**config.mk**
```make
export PLATFORM = sky130hd
export DESIGN_NAME = cpu_status_reg
export DESIGN_NICKNAME = d
export VERILOG_FILES = /design/src/rtl/csr_pkg.sv /design/src/rtl/csr_flag_gen.sv /design/src/rtl/csr_power_ctl.sv /design/src/rtl/cpu_status_reg.sv
export SDC_FILE = /design/constraint.sdc
export NUM_CORES = 1
export LEC_CHECK = 0
export BUFFER_PORTS_ARGS = -buffer_cell sky130_fd_sc_hd__buf_2
export CAP_MARGIN = 20
export CORE_MARGIN = 2
export CORE_UTILIZATION = 25
export CTS_CLUSTER_SIZE = 20
export DETAILED_ROUTE_END_ITERATION = 6
export PLACE_DENSITY = 0.68
export SKIP_CTS_REPAIR_TIMING = 1
export SLEW_MARGIN = 10
export SYNTH_ARGS = -nofsm -noshare
export SYNTH_HDL_FRONTEND = slang
export SYNTH_SLANG_ARGS = --single-unit
```
**constraint.sdc**
```tcl
create_clock -name clk -period 1.9 [get_ports clk]
set_input_delay 0.19 -clock clk [delete_from_list [all_inputs] [get_ports clk]]
set_output_delay 0.19 -clock clk [all_outputs]
set_load 0.01 [all_outputs]
```
**src/rtl/csr_pkg.sv**
```systemverilog
package csr_pkg;

  typedef enum logic [1:0] {
    OP_LOGIC = 2'b00,
    OP_ADD   = 2'b01,
    OP_SUB   = 2'b10,
    OP_RSVD  = 2'b11
  } op_class_t;

  // Bit positions are decoded by the core and the clock generators
  localparam int unsigned SR_W     = 16;
  localparam int unsigned BIT_C    = 0;
  localparam int unsigned BIT_Z    = 1;
  localparam int unsigned BIT_N    = 2;
  localparam int unsigned BIT_IE   = 3;
  localparam int unsigned BIT_HALT = 4;
  localparam int unsigned BIT_XOFF = 5;
  localparam int unsigned BIT_LOFF = 6;
  localparam int unsigned BIT_DOFF = 7;
  localparam int unsigned BIT_V    = 8;
  localparam int unsigned USED_BITS = BIT_V + 1;
  localparam logic [SR_W-1:0] SR_MASK = SR_W'((1 << USED_BITS) - 1);

  // Signed overflow of sa + sb giving sr (sign bits only)
  function automatic logic ovf_add(input logic sa, input logic sb, input logic sr);
    return (sa == sb) && (sr != sa);
  endfunction

  // Signed overflow of sa - sb giving sr (sign bits only)
  function automatic logic ovf_sub(input logic sa, input logic sb, input logic sr);
    return (sa != sb) && (sr == sb);
  endfunction

endpackage

```
**src/rtl/csr_flag_gen.sv**
```systemverilog
module csr_flag_gen
  import csr_pkg::*;
#(
  parameter int unsigned W = 16
) (
  input  logic [W-1:0] a,
  input  logic [W-1:0] b,
  input  logic [W-1:0] r,
  input  logic         carry,
  input  logic         byte_mode,
  input  op_class_t    op,
  output logic         flag_n,
  output logic         flag_z,
  output logic         flag_c,
  output logic         flag_v
);
  localparam int unsigned HW = W / 2;

  logic sign_a, sign_b, sign_r;
  logic zero_lo, zero_full;

  always_comb begin
    sign_a    = byte_mode ? a[HW-1] : a[W-1];
    sign_b    = byte_mode ? b[HW-1] : b[W-1];
    sign_r    = byte_mode ? r[HW-1] : r[W-1];
    zero_lo   = (r[HW-1:0] == '0);
    zero_full = (r == '0);
  end

  always_comb begin
    flag_n = sign_r;
    flag_z = byte_mode ? zero_lo : zero_full;
    flag_c = carry;
    unique case (op)
      OP_ADD:  flag_v = ovf_add(sign_a, sign_b, sign_r);
      OP_SUB:  flag_v = ovf_sub(sign_a, sign_b, sign_r);
      default: flag_v = 1'b0;
    endcase
  end
endmodule

```
**src/rtl/csr_power_ctl.sv**
```systemverilog
module csr_power_ctl
  import csr_pkg::*;
(
  input  logic [SR_W-1:0] sr,
  input  logic            dco_in_use,
  input  logic            lfxt_in_use,
  output logic            irq_en,
  output logic            cpu_halt,
  output logic            dco_off,
  output logic            lfxt_off,
  output logic            fll_off
);
  always_comb begin
    irq_en   = sr[BIT_IE];
    cpu_halt = sr[BIT_HALT];
    dco_off  = sr[BIT_DOFF] & ~dco_in_use;
    lfxt_off = sr[BIT_XOFF] & ~lfxt_in_use;
    fll_off  = sr[BIT_LOFF];
  end
endmodule

```
**src/rtl/cpu_status_reg.sv**
```systemverilog
module cpu_status_reg
  import csr_pkg::*;
(
  input  logic        clk,
  input  logic        rst_n,
  input  logic [15:0] dst_i,
  input  logic [15:0] src_i,
  input  logic [15:0] res_i,
  input  logic        carry_i,
  input  logic [1:0]  op_i,
  input  logic        byte_i,
  input  logic        upd_i,
  input  logic        wr_i,
  input  logic [15:0] wr_data_i,
  input  logic        dco_in_use_i,
  input  logic        lfxt_in_use_i,
  output logic [15:0] status_o,
  output logic        irq_en_o,
  output logic        cpu_halt_o,
  output logic        dco_off_o,
  output logic        lfxt_off_o,
  output logic        fll_off_o
);
  logic [SR_W-1:0] sr_q;
  logic flg_n, flg_z, flg_c, flg_v;
  logic take_write, take_flags;

  assign take_write = wr_i;
  assign take_flags = upd_i & ~wr_i;

  csr_flag_gen #(.W(SR_W)) u_flags (
    .a         (dst_i),
    .b         (src_i),
    .r         (res_i),
    .carry     (carry_i),
    .byte_mode (byte_i),
    .op        (op_class_t'(op_i)),
    .flag_n    (flg_n),
    .flag_z    (flg_z),
    .flag_c    (flg_c),
    .flag_v    (flg_v)
  );

  always_ff @(posedge clk) begin
    if (!rst_n) begin
      sr_q <= '0;
    end else if (take_write) begin
      sr_q <= wr_data_i & SR_MASK;
    end else if (take_flags) begin
      sr_q[BIT_V] <= flg_v;
      sr_q[BIT_N] <= flg_n;
      sr_q[BIT_Z] <= flg_z;
      sr_q[BIT_C] <= flg_c;
    end
  end

  assign status_o = sr_q;

  csr_power_ctl u_pwr (
    .sr          (sr_q),
    .dco_in_use  (dco_in_use_i),
    .lfxt_in_use (lfxt_in_use_i),
    .irq_en      (irq_en_o),
    .cpu_halt    (cpu_halt_o),
    .dco_off     (dco_off_o),
    .lfxt_off    (lfxt_off_o),
    .fll_off     (fll_off_o)
  );
endmodule

```
==> flow_metrics.py <==
metrics = {
    "die": {
        "rows": 18,
        "initial_utilization_pct": 26.4,
        "floorplan.io_pins": 95,
        "fp.dieH_um": 55.2,
        "fp.coreArea_sq_um": 2480,
        "dieWidth_um": 55.2,
        "dieArea_sq_um": 3040,
    },
    "clock_network": {
        "clkLatencyLatePin_ns": 0.25,
        "clk_root_buffer_cell": "clkbuf_4",
        "cts_max_level": 1,
        "clkSlewWorstSetupHoldPaths_ns": 0.06,
        "cts_tree": "done",
        "cts_made_buffers": 3,
        "cts.sinks": 9,
        "clockBufferDepth": 2,
    },
    "finish": {
        "largest_register_ffs": 9,
        "final_cell_mix": "buf_2, mux2i_1, nor2_1",
        "layout-drive-gt1-share_pct": 48.0,
        "postLayoutCellArea_sq_um": 910,
        "layout.cells.non_filler": 155,
        "fin_nets": 202,
        "antenna_cells": 0,
        "final_common_cell": "buf_2",
        "syn2layout_area_growth_pct": 39.0,
    },
    "grt": {
        "grt_util_met3_pct": 2.15,
        "use_met1_pct": 11.2,
        "grt_pass1_wl_um": 2330,
        "grt_pass1_vias": 586,
        "grtUsageTotal_pct": 10.9,
        "antenna_found_initial": 0,
        "grt_max_degree": 16,
        "grt_busiest_layer": "met2",
        "overflow": 0,
        "use_met2_pct": 20.4,
    },
    "timing": {
        "finClkSkew_ns": 0,
        "setup_ws_ns": 0.841,
        "tns_ns": 0,
        "hold_viol_final": 0,
        "max_freq_mhz": 944,
        "post-route-period-util_pct": 55.8,
        "setup_viol": 0,
        "final_max_slew_viol_count": 0,
        "rsz0062_at_grt": "false",
        "min_period_ns": 1.06,
    },
    "worst_hold_path": {
        "hold_path.class": "in -> reg",
        "worstHoldPathCells": 3,
        "hold_start": "wr_data_i[5]",
    },
    "critical_path": {
        "crit_cells": 2,
        "cp.buffers_inverters": 1,
        "path_max_fanout": 3,
        "cp.required_ns": 1.71,
        "reg2reg_from": "status_o[8]",
        "worstPathCellList": "nor2b_1 -> buf_2",
        "cp_top_family": "flip-flops",
        "critPathArrivalTime_ns": 0.87,
        "rrSetupSlack_ns": 0.92,
        "ff2ff_path_depth": 4,
        "critPathLaunch": "status_o[7]",
        "cp-start-kind": "flip-flop",
        "end_kind": "primary output",
        "cp_slowest_cell": "dfxtp_1",
        "worstSetupPathType": "reg -> out",
        "slowest_delay_ns": 0.35,
    },
    "yosys": {
        "synth.distinct_cells": 27,
        "netlist_area_sq_um": 654,
        "yosys.area.top_type": "dfxtp_1",
        "postSynthCellCount": 75,
        "ys.warnings.count": 0,
        "netlist_top_cells_area": "dfxtp_1, mux2i_1, buf_4",
        "synth_top_area_share_pct": 27.5,
        "ys_ff_latch": 9,
        "avgSynthCellArea_sq_um": 8.73,
        "seq_area_frac_synth_pct": 27.5,
    },
    "outcome": {
        "status": "complete, no violations",
    },
    "placed_design": {
        "gp_congestion": 0.658,
        "dp_cells": 151,
        "hpwlAfterDp_um": 1320,
        "dp_worst_setup_slack_ns": 0.583,
        "postPlaceCellArea_sq_um": 883,
        "port_buffers": 52,
    },
    "detailed_routing": {
        "drt-pass1-iter-count": 3,
        "drt-total-wl_um": 1580,
        "via_per_inst": 4.44,
        "drt-initial-drc-count": 3,
        "wl_per_cell_um": 10.2,
        "detail-route-antenna-nets": 0,
        "vias": 688,
        "drc_errors": 0,
    },
    "power": {
        "p_leak_nw": 0.504,
        "fin_total_pwr_mw": 0.486,
        "irDropWorstVdd_mv": 0.336,
        "p_per_area_nw_per_um2": 534,
    },
    "flow_run": {
        "maxCapViolations": 0,
    },
}
[Yosys cell counts, drive strengths merged]
| library cell | instances |
|---|---|
| a211o | 1 |
| a21oi | 6 |
| a41o | 1 |
| and4bb | 1 |
| buf | 11 |
| clkbuf | 1 |
| clkinv | 1 |
| conb | 1 |
| dfxtp | 9 |
| ha | 2 |
| inv | 2 |
| mux2 | 2 |
| mux2i | 10 |
| nand2 | 2 |
| nand4b | 1 |
| nor2 | 10 |
| nor2b | 2 |
| nor3b | 2 |
| nor4 | 4 |
| o211ai | 1 |
| o21a | 2 |
| o21ai | 1 |
| o22ai | 1 |
| or2 | 1 |
[cell type report]
cell class / count / area [sq um]
clock buffers: 4 / 26.3
fillers: 264 / 1570
inverters: 3 / 11.3
multi-input cells: 57 / 394
flip-flops and latches: 9 / 180
well taps: 30 / 37.5
repair buffers: 52 / 260
[layer usage]
layer | routed length, um | share of wire [%]
met1 | 612 | 39
met2 | 755 | 48
met3 | 214 | 14
met4 | 0 | 0
met5 | 0 | 0
[worst min-delay path: stages]
cell and delay [ns]:
buf_2 0.08, mux2i_1 0.05, nor2_1 0.07
[cell families after synthesis]
family                   Yosys count  synth area share [%]
AND/OR/NAND/NOR                   23                  19.1
buffers and inverters             15                  15.7
AO/OA/AOI/OAI                     13                  14.0
multiplexers                      12                  19.3
flip-flops                         9                  27.5
adder cells (fa/ha/maj)            2                  3.82
other                              1                 0.573
[power breakdown]
group	switching (mW)	total (mW)	internal, mW
registers	0.00614	0.206	0.200
logic	0.0674	0.136	0.0690
clock network	0.0624	0.143	0.0807
total	0.136	0.486	0.350
[final timing paths]
path,endpoint
max reg2reg,status_o[8]
min reg2reg,status_o[6]
min,status_o[5]
max,dco_off_o
[stage by stage]
| stage | hold WS, ns | utilization [%] |
|---|---|---|
| 4_1_cts | 0.160 | 36.7 |
| 6_report | 0.169 | 36.7 |
| 3_3_place_gp | 0.424 | 35.7 |
| 5_1_grt | 0.172 | 36.7 |
| 3_5_place_dp | 0.438 | 35.7 |
| 2_1_floorplan | 0.333 | - |
(Power assumes the default switching activity.)
